--- src/rtl/tmr_pkg.sv ---
package tmr_pkg;
  typedef enum logic [1:0] {
    MODE_FREE      = 2'd0,
    MODE_CLR_MATCH = 2'd1,
    MODE_CLR_EDGE  = 2'd2,
    MODE_RSVD      = 2'd3
  } mode_e;

  typedef enum logic [1:0] {
    EDGE_NONE = 2'd0,
    EDGE_RISE = 2'd1,
    EDGE_FALL = 2'd2,
    EDGE_BOTH = 2'd3
  } edge_sel_e;

  localparam logic [2:0] ADDR_CTRL   = 3'd0;
  localparam logic [2:0] ADDR_STATUS = 3'd1;
  localparam logic [2:0] ADDR_COUNT  = 3'd2;
  localparam logic [2:0] ADDR_CC0    = 3'd4;
endpackage

--- src/rtl/tmr_edge_det.sv ---
module tmr_edge_det
  import tmr_pkg::*;
(
  input  logic      clk_i,
  input  logic      rst_ni,
  input  logic      pin_i,
  input  edge_sel_e sel_i,
  output logic      edge_o
);
  logic [2:0] sh_q;
  logic       rise, fall;

  always_ff @(posedge clk_i or negedge rst_ni) begin
    if (!rst_ni) sh_q <= '0;
    else         sh_q <= {sh_q[1:0], pin_i};
  end

  assign rise = sh_q[1] & ~sh_q[2];
  assign fall = ~sh_q[1] & sh_q[2];

  always_comb begin
    unique case (sel_i)
      EDGE_RISE: edge_o = rise;
      EDGE_FALL: edge_o = fall;
      EDGE_BOTH: edge_o = rise | fall;
      default:   edge_o = 1'b0;
    endcase
  end
endmodule

--- src/rtl/tmr_counter.sv ---
module tmr_counter
  import tmr_pkg::*;
#(
  parameter int CW = 16
) (
  input  logic          clk_i,
  input  logic          rst_ni,
  input  logic          cnt_en_i,
  input  mode_e         mode_i,
  input  logic          match_i,
  input  logic          edge_i,
  output logic [CW-1:0] cnt_o,
  output logic          wrap_o
);
  localparam logic [CW-1:0] CNT_MAX = {CW{1'b1}};

  logic [CW-1:0] cnt_q;
  logic          pend_q;
  logic          clr_req;

  // edge-clear waits for the next count step
  always_comb begin
    unique case (mode_i)
      MODE_CLR_MATCH: clr_req = match_i;
      MODE_CLR_EDGE:  clr_req = pend_q;
      default:        clr_req = 1'b0;
    endcase
  end

  assign wrap_o = cnt_en_i & (cnt_q == CNT_MAX);

  always_ff @(posedge clk_i or negedge rst_ni) begin
    if (!rst_ni) begin
      cnt_q  <= '0;
      pend_q <= 1'b0;
    end else begin
      if (cnt_en_i) cnt_q <= clr_req ? '0 : cnt_q + 1'b1;
      pend_q <= (edge_i & (mode_i == MODE_CLR_EDGE)) | (pend_q & ~cnt_en_i);
    end
  end

  assign cnt_o = cnt_q;
endmodule

--- src/rtl/tmr_ccu.sv ---
module tmr_ccu #(
  parameter int CW = 16
) (
  input  logic          clk_i,
  input  logic          rst_ni,
  input  logic          cap_mode_i,
  input  logic          cap_evt_i,
  input  logic          cnt_en_i,
  input  logic [CW-1:0] cnt_i,
  input  logic          wr_i,
  input  logic [CW-1:0] wdata_i,
  output logic [CW-1:0] val_o,
  output logic          match_o,
  output logic          cap_o,
  output logic          conflict_o,
  output logic          irq_o
);
  logic [CW-1:0] val_q;
  logic          irq_q;
  logic          raw_match;

  assign raw_match  = ~cap_mode_i & cnt_en_i & (cnt_i == val_q);
  assign conflict_o = raw_match & wr_i;
  assign match_o    = raw_match & ~wr_i;
  assign cap_o      = cap_mode_i & cap_evt_i;

  always_ff @(posedge clk_i or negedge rst_ni) begin
    if (!rst_ni) begin
      val_q <= '0;
      irq_q <= 1'b0;
    end else begin
      if (cap_o)     val_q <= cnt_i;   // capture beats software write
      else if (wr_i) val_q <= wdata_i;
      irq_q <= match_o | cap_o;
    end
  end

  assign val_o = val_q;
  assign irq_o = irq_q;
endmodule

--- src/rtl/tmr_capcmp.sv ---
module tmr_capcmp
  import tmr_pkg::*;
#(
  parameter int CW     = 16,
  parameter int NUM_CC = 2,
  parameter int DW     = 16
) (
  input  logic              clk_i,
  input  logic              rst_ni,
  input  logic              cnt_en_i,
  input  logic              clr_pin_i,
  input  logic [NUM_CC-1:0] cap_pin_i,
  input  logic              reg_we_i,
  input  logic              reg_re_i,
  input  logic [2:0]        reg_addr_i,
  input  logic [DW-1:0]     reg_wdata_i,
  output logic [DW-1:0]     reg_rdata_o,
  output logic              rd_invalid_o,
  output logic [NUM_CC-1:0] irq_cc_o,
  output logic              irq_ovf_o,
  output logic              ovf_flag_o
);
  localparam int CTRL_W  = 4 + 3 * NUM_CC;
  localparam int SEL_LSB = 4 + NUM_CC;

  logic [CTRL_W-1:0] ctrl_q;
  logic              ovf_q, conf_q, ovf_win_q, irq_ovf_q;
  mode_e             mode;
  logic [CW-1:0]     cnt;
  logic              wrap, clr_edge;
  logic              wr_ctrl, wr_status;
  logic [CW-1:0]     cc_val [NUM_CC];
  logic [NUM_CC-1:0] cc_match, cc_cap, cc_conf, cc_wr;
  logic              unused_wdata;

  assign mode      = mode_e'(ctrl_q[1:0]);
  assign wr_ctrl   = reg_we_i & (reg_addr_i == ADDR_CTRL);
  assign wr_status = reg_we_i & (reg_addr_i == ADDR_STATUS);
  assign unused_wdata = ^reg_wdata_i;

  tmr_edge_det u_clr_edge (
    .clk_i  (clk_i),
    .rst_ni (rst_ni),
    .pin_i  (clr_pin_i),
    .sel_i  (edge_sel_e'(ctrl_q[3:2])),
    .edge_o (clr_edge)
  );

  tmr_counter #(.CW(CW)) u_counter (
    .clk_i    (clk_i),
    .rst_ni   (rst_ni),
    .cnt_en_i (cnt_en_i),
    .mode_i   (mode),
    .match_i  (cc_match[0]),
    .edge_i   (clr_edge),
    .cnt_o    (cnt),
    .wrap_o   (wrap)
  );

  for (genvar k = 0; k < NUM_CC; k++) begin : g_ch
    logic cap_edge;

    assign cc_wr[k] = reg_we_i & (reg_addr_i == 3'(32'(ADDR_CC0) + k));

    tmr_edge_det u_cap_edge (
      .clk_i  (clk_i),
      .rst_ni (rst_ni),
      .pin_i  (cap_pin_i[k]),
      .sel_i  (edge_sel_e'(ctrl_q[SEL_LSB+2*k +: 2])),
      .edge_o (cap_edge)
    );

    tmr_ccu #(.CW(CW)) u_ccu (
      .clk_i      (clk_i),
      .rst_ni     (rst_ni),
      .cap_mode_i (ctrl_q[4+k]),
      .cap_evt_i  (cap_edge),
      .cnt_en_i   (cnt_en_i),
      .cnt_i      (cnt),
      .wr_i       (cc_wr[k]),
      .wdata_i    (reg_wdata_i[CW-1:0]),
      .val_o      (cc_val[k]),
      .match_o    (cc_match[k]),
      .cap_o      (cc_cap[k]),
      .conflict_o (cc_conf[k]),
      .irq_o      (irq_cc_o[k])
    );
  end

  always_ff @(posedge clk_i or negedge rst_ni) begin
    if (!rst_ni) begin
      ctrl_q    <= '0;
      ovf_q     <= 1'b0;
      ovf_win_q <= 1'b0;
      conf_q    <= 1'b0;
      irq_ovf_q <= 1'b0;
    end else begin
      if (wr_ctrl) ctrl_q <= reg_wdata_i[CTRL_W-1:0];
      // clear honoured only once a step has followed the overflow
      if (wrap)                                      ovf_q <= 1'b1;
      else if (wr_status & ~reg_wdata_i[0] & ~ovf_win_q) ovf_q <= 1'b0;
      ovf_win_q <= wrap | (ovf_win_q & ~cnt_en_i);
      if (|cc_conf)                        conf_q <= 1'b1;
      else if (wr_status & ~reg_wdata_i[1]) conf_q <= 1'b0;
      irq_ovf_q <= wrap;
    end
  end

  always_comb begin
    reg_rdata_o  = '0;
    rd_invalid_o = 1'b0;
    unique case (reg_addr_i)
      ADDR_CTRL:   reg_rdata_o = DW'(ctrl_q);
      ADDR_STATUS: reg_rdata_o = DW'({conf_q, ovf_q});
      ADDR_COUNT:  reg_rdata_o = DW'(cnt);
      default: begin
        for (int k = 0; k < NUM_CC; k++) begin
          if (reg_addr_i == 3'(32'(ADDR_CC0) + k)) begin
            reg_rdata_o  = DW'(cc_val[k]);
            rd_invalid_o = reg_re_i & cc_cap[k];
          end
        end
      end
    endcase
  end

  assign irq_ovf_o  = irq_ovf_q;
  assign ovf_flag_o = ovf_q;
endmodule

--- config.mk ---
export PLATFORM = sky130hd
export DESIGN_NAME = tmr_capcmp
export DESIGN_NICKNAME = d
export VERILOG_FILES = /design/src/rtl/tmr_pkg.sv /design/src/rtl/tmr_edge_det.sv /design/src/rtl/tmr_counter.sv /design/src/rtl/tmr_ccu.sv /design/src/rtl/tmr_capcmp.sv
export SDC_FILE = /design/constraint.sdc
export NUM_CORES = 1
export LEC_CHECK = 0
export CORE_MARGIN = 5
export CORE_UTILIZATION = 51
export DETAILED_ROUTE_END_ITERATION = 7
export PLACE_DENSITY = 0.84
export SYNTH_ARGS = -nofsm -noshare
export SYNTH_HDL_FRONTEND = slang
export SYNTH_SLANG_ARGS = --single-unit
--- constraint.sdc ---
create_clock -name clk_i -period 1.9 [get_ports clk_i]
set_clock_uncertainty 0.15 [all_clocks]
set_input_delay 0.285 -clock clk_i [delete_from_list [all_inputs] [get_ports clk_i]]
set_output_delay 0.285 -clock clk_i [all_outputs]
set_load 0.02 [all_outputs]
==> flow_metrics.env <==
export IMPL_status="finished with violations"
export IMPL_violations="setup timing"
export IMPL_synthTopCellsByArea="dfrtp_1 (42%), mux2i_1 (11%), o21ai_0 (6.1%)"
export IMPL_irDropWorstVdd_mv=0.894
export IMPL_cap_violations=0
export IMPL_synth_most_common_cell="dfrtp_1"
export IMPL_critPathRequiredTime_ns=1.46
export IMPL_synth_top_cell_by_area="dfrtp_1"
export IMPL_io_pins=48
export IMPL_synth_top_area_share=0.422
export IMPL_grt_pass1_vias=4146
export IMPL_critPathBufInv=1
export IMPL_syn_num_nets=511
export IMPL_htree_levels=3
export IMPL_clock_fmax_mhz=433
export IMPL_syn_instance_count=475
export IMPL_area_growth_syn_to_layout_pct=36.6
export IMPL_fp_dieW_um=103
export IMPL_cp_end_kind="output pin"
export IMPL_powerDensity_nw_per_um2=1090
export IMPL_setup_tns_ns=-4.88
export IMPL_grt_usage=0.270
export IMPL_nets=628
export IMPL_worst_path_most_repeated_cell="mux2i_1"
export IMPL_grt_busiest_layer="met2"
export IMPL_hpwl_mm=8.73
export IMPL_synth_seq_area_share=0.422
export IMPL_routed_wl_mm=14.4
export IMPL_fin_crit_sh=1.21
export IMPL_grt_max_degree=34
export IMPL_cp_start_kind="flip-flop"
export IMPL_worst_slack_ns=-0.408
export IMPL_finalSetupViolCount=43
export IMPL_firstDrtPassIters=5
export IMPL_critPathTopFamily="flip-flops"
export IMPL_synth_common_cells="dfrtp_1 (74), nand2_1 (66), o21ai_0 (53)"
export IMPL_drtIter0Drc=420
export IMPL_die_area_um2=10500
export IMPL_placed_area_um2=5430
export IMPL_stdcell_count=702
export IMPL_core_rowCount=33
export IMPL_ys_types=43
export IMPL_grt_pass1_wl_mm=21.6
export IMPL_clkTransAtPathRegs_ns=0.08
export IMPL_grt_overflow_total=0
export IMPL_slew_viol_final=0
export IMPL_dp_worst_setup_slack_ns=-0.733
export IMPL_avgSynthCellArea_um2=9.23
export IMPL_root_buffer="clkbuf_8"
export IMPL_drc=0
export IMPL_arrival_ns=1.87
export IMPL_path_cells="ha_1 > mux2i_1 > a21oi_2 > nor2b_2 > mux2i_1 > nor2_2 > buf_6"
export IMPL_path_max_fanout=2
export IMPL_worst_pin_slew_ns=0.471
export IMPL_design_area_um2=5990
export IMPL_hold_viol_final=0
export IMPL_cts_tree="yes"
export IMPL_rsz0062_at_grt="yes"
export IMPL_routed_via_density=5.89
export IMPL_core_area_um2=8300
export IMPL_use_met3=0.0501
export IMPL_slowest_stage="dfrtp_1"
export IMPL_gp_congestion=0.903
export IMPL_antenna_cells=0
export IMPL_critPathMaxStageDelay_ns=0.39
export IMPL_yosys_warnings=0
export IMPL_vias=4133
export IMPL_cts_buffer_depth=2
export IMPL_cts_num_sinks=74
export IMPL_path_class="reg2out"
export IMPL_wl_per_cell_um=20.6
export IMPL_synth_area_um2=4380
export IMPL_min_period_ns=2.31
export IMPL_use_met1=0.342
export IMPL_dp_cells=671
export IMPL_slew_headroom=0.683
export IMPL_synth_edff_count=0
export IMPL_synth_seq_cells=74
export IMPL_antenna_found_initial=0
export IMPL_fp_dieH_um=103
export IMPL_hp_class="in2reg"
export IMPL_fin_util=0.722
export IMPL_insertion_delay_ns=0.36
export IMPL_antenna_left=0
export IMPL_drive_above_1_share=0.320
export IMPL_portBuffers=47
export IMPL_grt_util_met2=0.452
export IMPL_ys_flop_type="dfrtp_1"
export IMPL_p_leak_uw=0.00285
export IMPL_async_flop_share=1.00
export IMPL_start_util=0.528
export IMPL_numCtsBuffers=9
==> metal layers <==
| metal | wire [um] | up-vias |
|---|---|---|
| li1 | - | 1832 |
| met3 | 1290 | 59 |
| met1 | 5510 | 2005 |
| met5 | 0 | - |
| met4 | 605 | 0 |
| met2 | 7030 | 237 |
==> power by group <==
part           total, uW  switching (uW)  internal [uW]
Sequential          2430             454           1980
Clock               1460             614            845
Combinational       2610            1310           1300
Total               6500            2380           4120
==> sequential cells by signal (all words and copies together), names as in the netlist, named ones only <==
name / flops
g_ch.u_ccu.val_o: 32
u_counter.cnt_o: 16
ctrl_q: 10
g_ch.u_cap_edge.sh_q: 6
u_clr_edge.sh_q: 3
g_ch.u_ccu.irq_o: 2
conf_q: 1
irq_ovf_o: 1
ovf_flag_o: 1
u_counter.pend_q: 1
==> final cells by class <==
cell class | instances | area, um2
clock inverters | 4 | 72.6
multi-input cells | 342 | 2470
flip-flops and latches | 74 | 1860
repair buffers | 147 | 1230
fillers | 536 | 2310
well taps | 105 | 131
clock buffers | 12 | 165
inverters | 18 | 67.6
==> kinds of logic after synthesis <==
logic type,synth area share
muxes,0.128
xor gates and xnor gates,0.0859
buffers and inverters,0.0688
DFF,0.422
adders and majority gates,0.0257
AOI/OAI and AO/OA,0.112
and+or+nand+nor,0.157
==> stage by stage <==
stage / power (uW) / hold slack [ns]
floorplan: 3550 / -0.161
global placement: 4490 / 0.101
detailed placement: 4600 / 0.101
CTS: 6190 / 0.205
global route: 6800 / 0.192
finish: 6500 / 0.203
==> worst paths after layout <==
| kind | startpoint | endpoint | slack (ns) | cells past startpoint |
|---|---|---|---|---|
| max in group asynchronous | rst_ni | ctrl_q[1] | 0.79 | 3 |
| min reg2reg | u_clr_edge.sh_q[0] | u_clr_edge.sh_q[1] | 0.21 | 0 |
| min | clr_pin_i | u_clr_edge.sh_q[0] | 0.20 | 1 |
| min in group asynchronous | rst_ni | g_ch[0].u_cap_edge.sh_q[0] | 0.25 | 2 |
| max reg2reg | u_counter.cnt_o[8] | u_counter.cnt_o[1] | -0.21 | 7 |
| max | g_ch[0].u_cap_edge.sh_q[2] | rd_invalid_o | -0.41 | 7 |
==> what timing repair did <==
action | CTS | global route
hold buffers | 1 | 0
gates cloned | 3 | 0
hold endpoints to repair | 30 | 0
setup endpoints to repair | 59 | 71
gates resized for setup | 120 | 34
pin swaps | 29 | 13
setup buffers | 8 | 6
==> layout by cell type, fill, tap and decap left out, drive strengths merged, types with 10 or more instances in the layout <==
cell type and instances:
nand2 67, xnor2 13, xor2 30, clkbuf 12
dfrtp 74, mux2i 46, nor2 30, inv 18
buf 118, nand3 10, a21oi 18, o21ai 54
clkdlybuf4s50 26
Note: power is estimated with default switching activity, not from simulation.
